===== config.mk =====
export PLATFORM = sky130hd
export DESIGN_NAME = aai_word_seq
export DESIGN_NICKNAME = d
export VERILOG_FILES = /design/src/rtl/aai_pkg.sv /design/src/rtl/aai_frame_rx.sv /design/src/rtl/aai_prog_timer.sv /design/src/rtl/aai_word_seq.sv
export SDC_FILE = /design/constraint.sdc
export NUM_CORES = 1
export LEC_CHECK = 0
export ABC_AREA = 1
export BUFFER_PORTS_ARGS = -buffer_cell sky130_fd_sc_hd__buf_4
export CELL_PAD_IN_SITES_DETAIL_PLACEMENT = 0
export CELL_PAD_IN_SITES_GLOBAL_PLACEMENT = 1
export CORE_MARGIN = 2
export CORE_UTILIZATION = 47
export CTS_BUF_LIST = sky130_fd_sc_hd__clkbuf_4 sky130_fd_sc_hd__clkbuf_8
export CTS_CLUSTER_DIAMETER = 150
export DETAILED_ROUTE_END_ITERATION = 8
export PLACE_DENSITY = 0.84
export SETUP_SLACK_MARGIN = 0.5
export SKIP_LAST_GASP = 1
export SLEW_MARGIN = 15
export SYNTH_ARGS = -nofsm -noshare
export SYNTH_HDL_FRONTEND = slang
export SYNTH_SLANG_ARGS = --single-unit

===== constraint.sdc =====
create_clock -name clk -period 3.95 [get_ports clk]
set_input_delay 0.79 -clock clk [delete_from_list [all_inputs] [get_ports clk]]
set_output_delay 0.79 -clock clk [all_outputs]
set_load 0.02 [all_outputs]

===== src/rtl/aai_pkg.sv =====
package aai_pkg;

    localparam logic [7:0] OPC_WREN  = 8'h06;
    localparam logic [7:0] OPC_WRDI  = 8'h04;
    localparam logic [7:0] OPC_RDSR  = 8'h05;
    localparam logic [7:0] OPC_WORD  = 8'hAD;
    localparam logic [7:0] OPC_HW_ON = 8'h70;
    localparam logic [7:0] OPC_HW_OF = 8'h80;

    typedef enum logic [2:0] {
        K_NONE,
        K_WREN,
        K_WRDI,
        K_RDSR,
        K_WORD,
        K_HWON,
        K_HWOFF
    } cmd_e;

    typedef struct packed {
        logic [7:0] hi;
        logic [7:0] lo;
    } word_t;

    function automatic cmd_e op_kind(input logic [7:0] op);
        case (op)
            OPC_WREN:  return K_WREN;
            OPC_WRDI:  return K_WRDI;
            OPC_RDSR:  return K_RDSR;
            OPC_WORD:  return K_WORD;
            OPC_HW_ON: return K_HWON;
            OPC_HW_OF: return K_HWOFF;
            default:   return K_NONE;
        endcase
    endfunction

endpackage


===== src/rtl/aai_frame_rx.sv =====
module aai_frame_rx #(
    parameter int NB = 5,
    parameter int CW = 3
) (
    input  logic            clk,
    input  logic            rst,
    input  logic            byte_vld,
    input  logic            byte_first,
    input  logic [7:0]      byte_in,
    input  logic            cs_rise,
    output logic [7:0]      op,
    output logic            has_op,
    output logic [CW-1:0]   nbytes,
    output logic [8*NB-1:0] payload
);
    localparam logic [CW-1:0] SAT = CW'(NB + 1);

    always_ff @(posedge clk) begin
        if (rst) begin
            op      <= '0;
            has_op  <= 1'b0;
            nbytes  <= '0;
            payload <= '0;
        end else if (byte_vld && byte_first) begin
            op      <= byte_in;
            has_op  <= 1'b1;
            nbytes  <= '0;
        end else if (byte_vld) begin
            payload <= {payload[8*NB-9:0], byte_in};
            if (nbytes != SAT)
                nbytes <= nbytes + CW'(1);
        end else if (cs_rise) begin
            has_op  <= 1'b0;
        end
    end
endmodule


===== src/rtl/aai_prog_timer.sv =====
module aai_prog_timer #(
    parameter int PROG_CYC = 2000
) (
    input  logic clk,
    input  logic rst,
    input  logic load,
    output logic busy
);
    localparam int TW = $clog2(PROG_CYC + 1);
    logic [TW-1:0] left;

    always_ff @(posedge clk) begin
        if (rst)
            left <= '0;
        else if (load)
            left <= TW'(PROG_CYC);
        else if (left != '0)
            left <= left - TW'(1);
    end

    assign busy = (left != '0);
endmodule


===== src/rtl/aai_word_seq.sv =====
module aai_word_seq
    import aai_pkg::*;
#(
    parameter int ADDR_BYTES = 3,
    parameter int PROG_CYC   = 2000
) (
    input  logic                      clk,
    input  logic                      rst,
    input  logic                      cs_n,
    input  logic                      byte_vld,
    input  logic                      byte_first,
    input  logic [7:0]                byte_in,
    input  logic                      cs_rise,
    input  logic                      cs_abort,
    input  logic                      prot_hit,
    input  logic [8*ADDR_BYTES-1:0]   limit_addr,
    output logic                      wr_req,
    output logic [8*ADDR_BYTES-1:0]   wr_addr,
    output logic [15:0]               wr_data,
    output logic                      busy,
    output logic                      wel,
    output logic                      aai_on,
    output logic                      hw_eow,
    output logic                      so_oe,
    output logic                      so_val
);
    localparam int AW = 8 * ADDR_BYTES;
    localparam int NB = ADDR_BYTES + 2;
    localparam int CW = $clog2(NB + 2);
    localparam logic [CW-1:0] N_START = CW'(NB);
    localparam logic [CW-1:0] N_CONT  = CW'(2);

    logic [7:0]      op;
    logic            has_op;
    logic [CW-1:0]   nbytes;
    logic [8*NB-1:0] payload;

    aai_frame_rx #(.NB(NB), .CW(CW)) u_rx (
        .clk(clk), .rst(rst), .byte_vld(byte_vld), .byte_first(byte_first),
        .byte_in(byte_in), .cs_rise(cs_rise), .op(op), .has_op(has_op),
        .nbytes(nbytes), .payload(payload)
    );

    logic    exec, start_ok, cont_ok, issue, simple;
    cmd_e    kind;
    word_t   wd;
    logic [AW-1:0] rx_addr, base, next_addr;
    logic          end_pend;

    assign kind     = op_kind(op);
    assign exec     = cs_rise && !cs_abort && has_op;
    assign rx_addr  = payload[8*NB-1:16];
    assign wd.lo    = payload[15:8];
    assign wd.hi    = payload[7:0];
    assign start_ok = (kind == K_WORD) && !aai_on && (nbytes == N_START)
                      && wel && !busy && !prot_hit;
    assign cont_ok  = (kind == K_WORD) && aai_on && (nbytes == N_CONT) && !busy;
    assign issue    = exec && (start_ok || cont_ok);
    assign simple   = exec && (nbytes == '0);
    assign base     = start_ok ? {rx_addr[AW-1:1], 1'b0} : next_addr;

    aai_prog_timer #(.PROG_CYC(PROG_CYC)) u_tmr (
        .clk(clk), .rst(rst), .load(issue), .busy(busy)
    );

    always_ff @(posedge clk) begin
        if (rst) begin
            wr_req    <= 1'b0;
            wr_addr   <= '0;
            wr_data   <= '0;
            next_addr <= '0;
            wel       <= 1'b0;
            aai_on    <= 1'b0;
            hw_eow    <= 1'b0;
            end_pend  <= 1'b0;
        end else begin
            wr_req <= issue;
            if (issue) begin
                wr_addr   <= base;
                wr_data   <= wd;
                next_addr <= base + AW'(2);
                aai_on    <= 1'b1;
                end_pend  <= ({base[AW-1:1], 1'b1} >= limit_addr);
            end else if (simple) begin
                case (kind)
                    K_WREN:  if (!aai_on) wel <= 1'b1;
                    K_WRDI:  begin
                        wel      <= 1'b0;
                        aai_on   <= 1'b0;
                        end_pend <= 1'b0;
                    end
                    K_HWON:  if (!aai_on) hw_eow <= 1'b1;
                    K_HWOFF: if (!aai_on) hw_eow <= 1'b0;
                    default: ;
                endcase
            end else if (end_pend && !busy) begin
                aai_on   <= 1'b0;
                wel      <= 1'b0;
                end_pend <= 1'b0;
            end
        end
    end

    assign so_oe  = hw_eow && aai_on && !cs_n;
    assign so_val = !busy;
endmodule


==> flow_summary.json, run 1 <==
{
  "grt_overflow": 0,
  "r2r_end": "next_addr[12]$_SDFFE_PP0P_",
  "setup_violations": 0,
  "ys_warn_count": 0,
  "crit_top_cell": "inv_1",
  "grt_usage": 0.231,
  "initial_core_util": 0.485,
  "wl_per_cell_um": 14.5,
  "area_growth_syn_to_layout_pct": 17.9,
  "antenna_cells": 0,
  "maxCapViolCount": 0,
  "num_vias": 5903,
  "cts_buffers": 17,
  "tns_ns": 0,
  "cp-start-kind": "flop",
  "grt_max_degree": 52,
  "holdPathStages": 2,
  "slew_viol_final": 0,
  "grt_pass1_vias": 5556,
  "clk_path_buf_depth": 2,
  "synth_largest_area_cell": "dfxtp_1",
  "synth.distinct_cells": 47,
  "drt_iter0_drc": 356,
  "antenna_found_initial": 0,
  "syn-num-nets": 935,
  "cts_tree": "done",
  "skew_ns": 0.0114,
  "insertion_delay_ns": 0.45,
  "hold_viol_final": 0,
  "ant_nets": 0,
  "ys_top_cells_by_count": "139 x nand2_1, 130 x dfxtp_1, 125 x inv_1",
  "p_per_area_mw_per_mm2": 408,
  "fmax_mhz": 322,
  "row_count": 42,
  "fin_nets": 1011,
  "cp_max_fo": 30,
  "relSlewSlack": 0.334,
  "crit_type": "reg2reg",
  "dieArea_mm2": 0.0147,
  "layout-drive-gt1-share": 0.193,
  "status": "complete, no violations",
  "core_mm2": 0.0133,
  "cp_cell_sequence": "inv_1 > ha_1 > nand3_1 > nor2_2 > buf_4 > a31oi_1 > nor3_1 > nand2_1 > nor2_4 > inv_1 > nor2_1 > nand4_1 > o211ai_1",
  "cts_root_buf": "clkbuf_8",
  "power.total_mw": 3.11,
  "synthCells": 866,
  "leakagePower_nw": 3.56,
  "synth_most_common_cell": "nand2_1",
  "hold_class": "reg2reg",
  "timing.rr.start": "u_rx.nbytes[1]$_SDFFE_PP0P_",
  "fp.dieH_um": 121,
  "synthTopCellsByArea": "dfxtp_1 40%, nand2_1 8.1%, inv_1 7.3%",
  "viasPerCell": 5.22,
  "dpl_cell_area_mm2": 0.00723,
  "die_width_um": 121,
  "critPathTopFamily": "simple AND/OR/NAND/NOR gates",
  "crit_arrival_ns": 3.48,
  "wl_um": 16300,
  "dp_hpwl_um": 11800,
  "min_from": "wr_addr[5]$_SDFFE_PP0P_",
  "tightest_slew_ns": 0.998,
  "fillers": 1286,
  "syn_area_per_cell_um2": 7.47,
  "synth.top_cell.area_share": 0.402,
  "path_clk_slew_ns": 0.08,
  "first_pass_iters": 5,
  "ys.flop_type": "dfxtp_1",
  "path_buf_inv": 3,
  "synth_edf_count": 0,
  "drc": 0,
  "final_core_util": 0.571,
  "period_needed_ns": 3.10,
  "slowest_stage": "inv_1",
  "finalCritPeriodShare": 0.786,
  "final_cell_area_mm2": 0.00762,
  "reg2regPathDepth": 13,
  "seq_area_mm2": 0.00260,
  "clock_sinks": 130,
  "netlist_area_mm2": 0.00647,
  "ys_async_sr_fraction": 0,
  "multi_input_area_mm2": 0.00321,
  "grt_setup_unrepaired": "no",
  "grt_pass1_wl_um": 26800,
  "setup_slack_ns": 0.846,
  "max_stage_delay_ns": 0.57,
  "r2r_setup_slack_ns": 0.85,
  "synth_seq_area_share": 0.402,
  "finalWeightedCongestion": 0.826,
  "critPathRequiredTime_ns": 4.33,
  "crit_path_end_kind": "flop",
  "whs_endpoint": "wr_addr[5]$_SDFFE_PP0P_",
  "ir_worst_vdd_uv": 224,
  "portBuffers": 85,
  "htreeDepth": 4,
  "place_ws_ns": 0.459,
  "num_io_pins": 87,
  "synth-seq-cells": 130
}
## repair_timing
| action | CTS | global route |
|---|---|---|
| gates resized for setup | 0 | 2 |
| buffers inserted | 0 | 0 |
| setup endpoints to repair | 0 | 1 |
| hold buffers | 0 | 0 |
## tightest hold or removal path: cells and delay by family, from the launching register on
kind	cells	cell delay, ns
and+or+nand+nor	2	0.10
DFF	1	0.31
## layout by cell type (no fill, tap or decap), drive strengths merged, types with 16 or more instances in the layout
cell type and instances:
a22o 16, nand2 160, buf 95, clkbuf 20
a21oi 48, o21ai 83, nor2 104, dfxtp 130
nand4 37, nand3 40, ha 29, inv 132
## power by group
group,total [mW],switching (mW),internal (mW)
Clock,1.08,0.538,0.545
Combinational,0.583,0.366,0.217
Sequential,1.45,0.0571,1.39
Total,3.11,0.961,2.15
## worst max path at each step
stage / start / end / slack, ns / cells past startpoint
after CTS: u_tmr.left[0]$_SDFFE_PP0N_ / end_pend$_SDFFE_PP0P_ / 0.69 / 15
after global routing: u_rx.nbytes[1]$_SDFFE_PP0P_ / next_addr[12]$_SDFFE_PP0P_ / 0.51 / 13
after detailed placement: prot_hit / next_addr[12]$_SDFFE_PP0P_ / 0.46 / 13
after global placement: prot_hit / next_addr[12]$_SDFFE_PP0P_ / 0.49 / 13
after floorplan: prot_hit / end_pend$_SDFFE_PP0P_ / 1.11 / 18
final: u_rx.nbytes[1]$_SDFFE_PP0P_ / next_addr[12]$_SDFFE_PP0P_ / 0.85 / 13
## stage by stage
step / hold WS [ns] / instances
5_1_grt: 0.475 / 1130
3_5_place_dp: 0.440 / 1099
4_1_cts: 0.459 / 1130
2_1_floorplan: 0.426 / 866
3_3_place_gp: 0.433 / 1099
6_report: 0.450 / 1130
## cells by family after synthesis
logic type	count (synthesis)	synth area share
adders and majority gates	29	0.0561
AOI/OAI and AO/OA	174	0.155
buffers and inverters	170	0.105
xor gates and xnor gates	2	0.00271
DFF	130	0.402
other	1	0.000580
and+or+nand+nor	360	0.278
## routing by layer
layer	vias to the layer above	track usage	part of all wire
met2	130	0.376	0.47
met4	0	0.0747	0.011
li1	3003	-	-
met5	-	0	0
met3	13	0.0428	0.040
met1	2757	0.310	0.48
## sequential cells by signal (all words and copies together) (netlist names)
| register | flops |
|---|---|
| u_rx.nbytes | 3 |
| end_pend | 1 |
| u_rx.payload | 40 |
| hw_eow | 1 |
| aai_on | 1 |
| u_tmr.left | 11 |
| wel | 1 |
| wr_addr | 23 |
| wr_data | 16 |
| u_rx.has_op | 1 |
| wr_req | 1 |
| u_rx.op | 8 |
| next_addr | 23 |
## area by class of cell
class	instances	share of cell area
clock buffer	20	0.0361
multi-input combinational	566	0.421
inverter	132	0.0650
sequential	130	0.341
clock inverter	11	0.0140
tap	176	0.0289
timing repair buffer	95	0.0935
Note: power is estimated with default switching activity, not from simulation.
==> inputs of run 2 (changes only) <==
Settings changed: CORE_UTILIZATION 47 to 39, PLACE_DENSITY 0.84 to 0.74.
Clock period 3.95 ns to 2.62 ns, I/O delays scaled along.
==> run 2 against run 1 <==
Net effect: sequential power rose by 50%; non-clock buffer count rose by 115; clock skew fell by 0.0033 ns; combinational power up 140%; largest cell class unchanged; largest power group unchanged; worst hold slack lost 0.13 ns; maximum frequency grew 20%; clock-buffer cell count is 1 lower; utilization down 0.87 points; first-iteration DRC count fell by 16%; critical path depth rose by 6; final cell count is 14% higher; worst setup slack worse by 0.82 ns.
==> flow_summary.json, run 2 (synthesis gave the netlist of run 1 again) <==
{
  "cts_tree": "done",
  "antenna_cells": 0,
  "htreeDepth": 4,
  "maxCapViolCount": 0,
  "setup_slack_ns": 0.0291,
  "initial_core_util": 0.394,
  "dp_hpwl_um": 12300,
  "p_per_area_mw_per_mm2": 563,
  "num_io_pins": 87,
  "holdPathStages": 3,
  "final_common_cell": "buf_4",
  "hold_class": "in2reg",
  "grt_setup_unrepaired": "yes",
  "leakagePower_nw": 4.27,
  "reg2regPathDepth": 19,
  "r2r_end": "next_addr[19]$_SDFFE_PP0P_",
  "crit_type": "reg2reg",
  "core_mm2": 0.0164,
  "fin_nets": 1127,
  "ir_worst_vdd_uv": 401,
  "min_from": "byte_in[6]",
  "regMostFlops": "u_rx.payload",
  "dpl.cell_count": 1221,
  "drc": 0,
  "final_cell_mix": "178 x buf_4, 126 x dfxtp_1, 121 x nand2_1, 110 x inv_1, 75 x nor2_1",
  "largest_register_ffs": 40,
  "die_width_um": 133,
  "area_growth_syn_to_layout_pct": 42.7,
  "first_pass_iters": 4,
  "cp_max_fo": 5,
  "crit_arrival_ns": 2.92,
  "crit_path_end_kind": "flop",
  "cts_root_buf": "clkbuf_8",
  "num_vias": 6216,
  "cts_buffers": 17,
  "fmax_mhz": 386,
  "clock_sinks": 130,
  "fillers": 1565,
  "portBuffers": 85,
  "clk_path_buf_depth": 2,
  "grt_pass1_vias": 5738,
  "row_count": 47,
  "whs_endpoint": "u_rx.payload[6]$_SDFFE_PP0P_",
  "timing.rr.start": "u_tmr.left[1]$_SDFFE_PP0N_",
  "slew_viol_final": 0,
  "tns_ns": 0,
  "grt_pass1_wl_um": 28300,
  "drt_iter0_drc": 299,
  "grt_usage": 0.200,
  "place_ws_ns": -0.134,
  "hold_viol_final": 0,
  "layout-drive-gt1-share": 0.355,
  "stdcell_count": 1289,
  "skew_ns": 0.00819,
  "grt_overflow": 0,
  "setup_violations": 0,
  "cp-start-kind": "flop",
  "grt_max_degree": 53,
  "antenna_found_initial": 0,
  "wl_per_cell_um": 14.2,
  "ant_nets": 0,
  "viasPerCell": 4.82,
  "dieArea_mm2": 0.0176,
  "top_regs": "u_rx.payload: 40 flops, next_addr: 23 flops, wr_addr: 23 flops",
  "status": "complete, no violations",
  "critPathRequiredTime_ns": 2.95,
  "period_needed_ns": 2.59,
  "fp.dieH_um": 133,
  "r2r_setup_slack_ns": 0.03,
  "finalCritPeriodShare": 0.989,
  "finalWeightedCongestion": 0.768,
  "path_clk_slew_ns": 0.08,
  "insertion_delay_ns": 0.45,
  "wl_um": 18300
}
## run 2: cell types whose count changed in the layout (fill, tap and decap cells not counted), sizes merged
cell / previous run / this run
buf: 95 / 205
clkbuf: 20 / 24
clkinvlp: 6 / 5
inv: 132 / 133
nor2: 104 / 105
## run 2: area by class of cell
type	count	area (µm²)	share of cell area
flip-flops and latches	130	2610	0.283
well taps	220	275	0.0298
clock inverters	11	105	0.0114
multi-input cells	567	3590	0.389
inverters	132	507	0.0549
repair buffers	210	1890	0.204
clock buffers	19	262	0.0283
## run 2: metal layers
metal	global-route usage	wire length [µm]	vias to the layer above
met5	0	0	-
met2	0.332	8830	100
li1	-	-	3249
met4	0.0591	240	0
met1	0.267	8560	2843
met3	0.0352	627	24
## run 2: worst max-delay path by stage
stage | to | startpoint | slack [ns] | cells past startpoint
CTS | end_pend$_SDFFE_PP0P_ | u_tmr.left[1]$_SDFFE_PP0N_ | 0.05 | 20
detailed placement | end_pend$_SDFFE_PP0P_ | prot_hit | -0.13 | 20
floorplan | end_pend$_SDFFE_PP0P_ | u_tmr.left[1]$_SDFFE_PP0N_ | 0.19 | 17
global route | end_pend$_SDFFE_PP0P_ | u_tmr.left[4]$_SDFFE_PP0P_ | -0.17 | 18
global placement | end_pend$_SDFFE_PP0P_ | prot_hit | -0.11 | 16
finish | next_addr[19]$_SDFFE_PP0P_ | u_tmr.left[1]$_SDFFE_PP0N_ | 0.03 | 19
## run 2: power by group
group	internal [mW]	switching, mW	total, mW	leakage (nW)
Combinational	0.696	0.704	1.40	3.03
Sequential	2.09	0.0781	2.17	1.06
Clock	0.795	0.832	1.63	0.177
Total	3.58	1.61	5.20	4.27
## run 2: worst max-delay path: stages, from the launching register on
cell and delay (ns):
dfxtp_2 0.33, inv_2 0.07, ha_4 0.15, nand3_4 0.11, nor2_4 0.14, nand4_4 0.15, buf_12 0.17, buf_16 0.13
nand2_4 0.05, nand2_2 0.06, inv_2 0.07, buf_4 0.11, ha_4 0.14, nand3_4 0.08, nor2_4 0.13, nand2_4 0.12
nor2_8 0.16, nand2_4 0.08, o21ai_2 0.13, nand3_1 0.08
## run 2: timing repair
| action | 4_1_cts | 5_1_grt |
|---|---|---|
| setup buffers | 18 | 12 |
| hold buffers | 0 | 0 |
| setup endpoints to repair | 71 | 66 |
| pin swaps | 27 | 21 |
| resized for setup | 42 | 63 |
| gates cloned | 2 | 6 |
## run 2: through the flow
stage	instance area (µm²)	util	power, mW	hold WS (ns)
3_3_place_gp	8110	0.495	3.39	0.439
2_1_floorplan	6650	-	2.94	0.426
3_5_place_dp	8110	0.495	3.39	0.440
5_1_grt	9230	0.562	5.49	0.292
6_report	9230	0.562	5.20	0.316
4_1_cts	8820	0.538	5.10	0.297
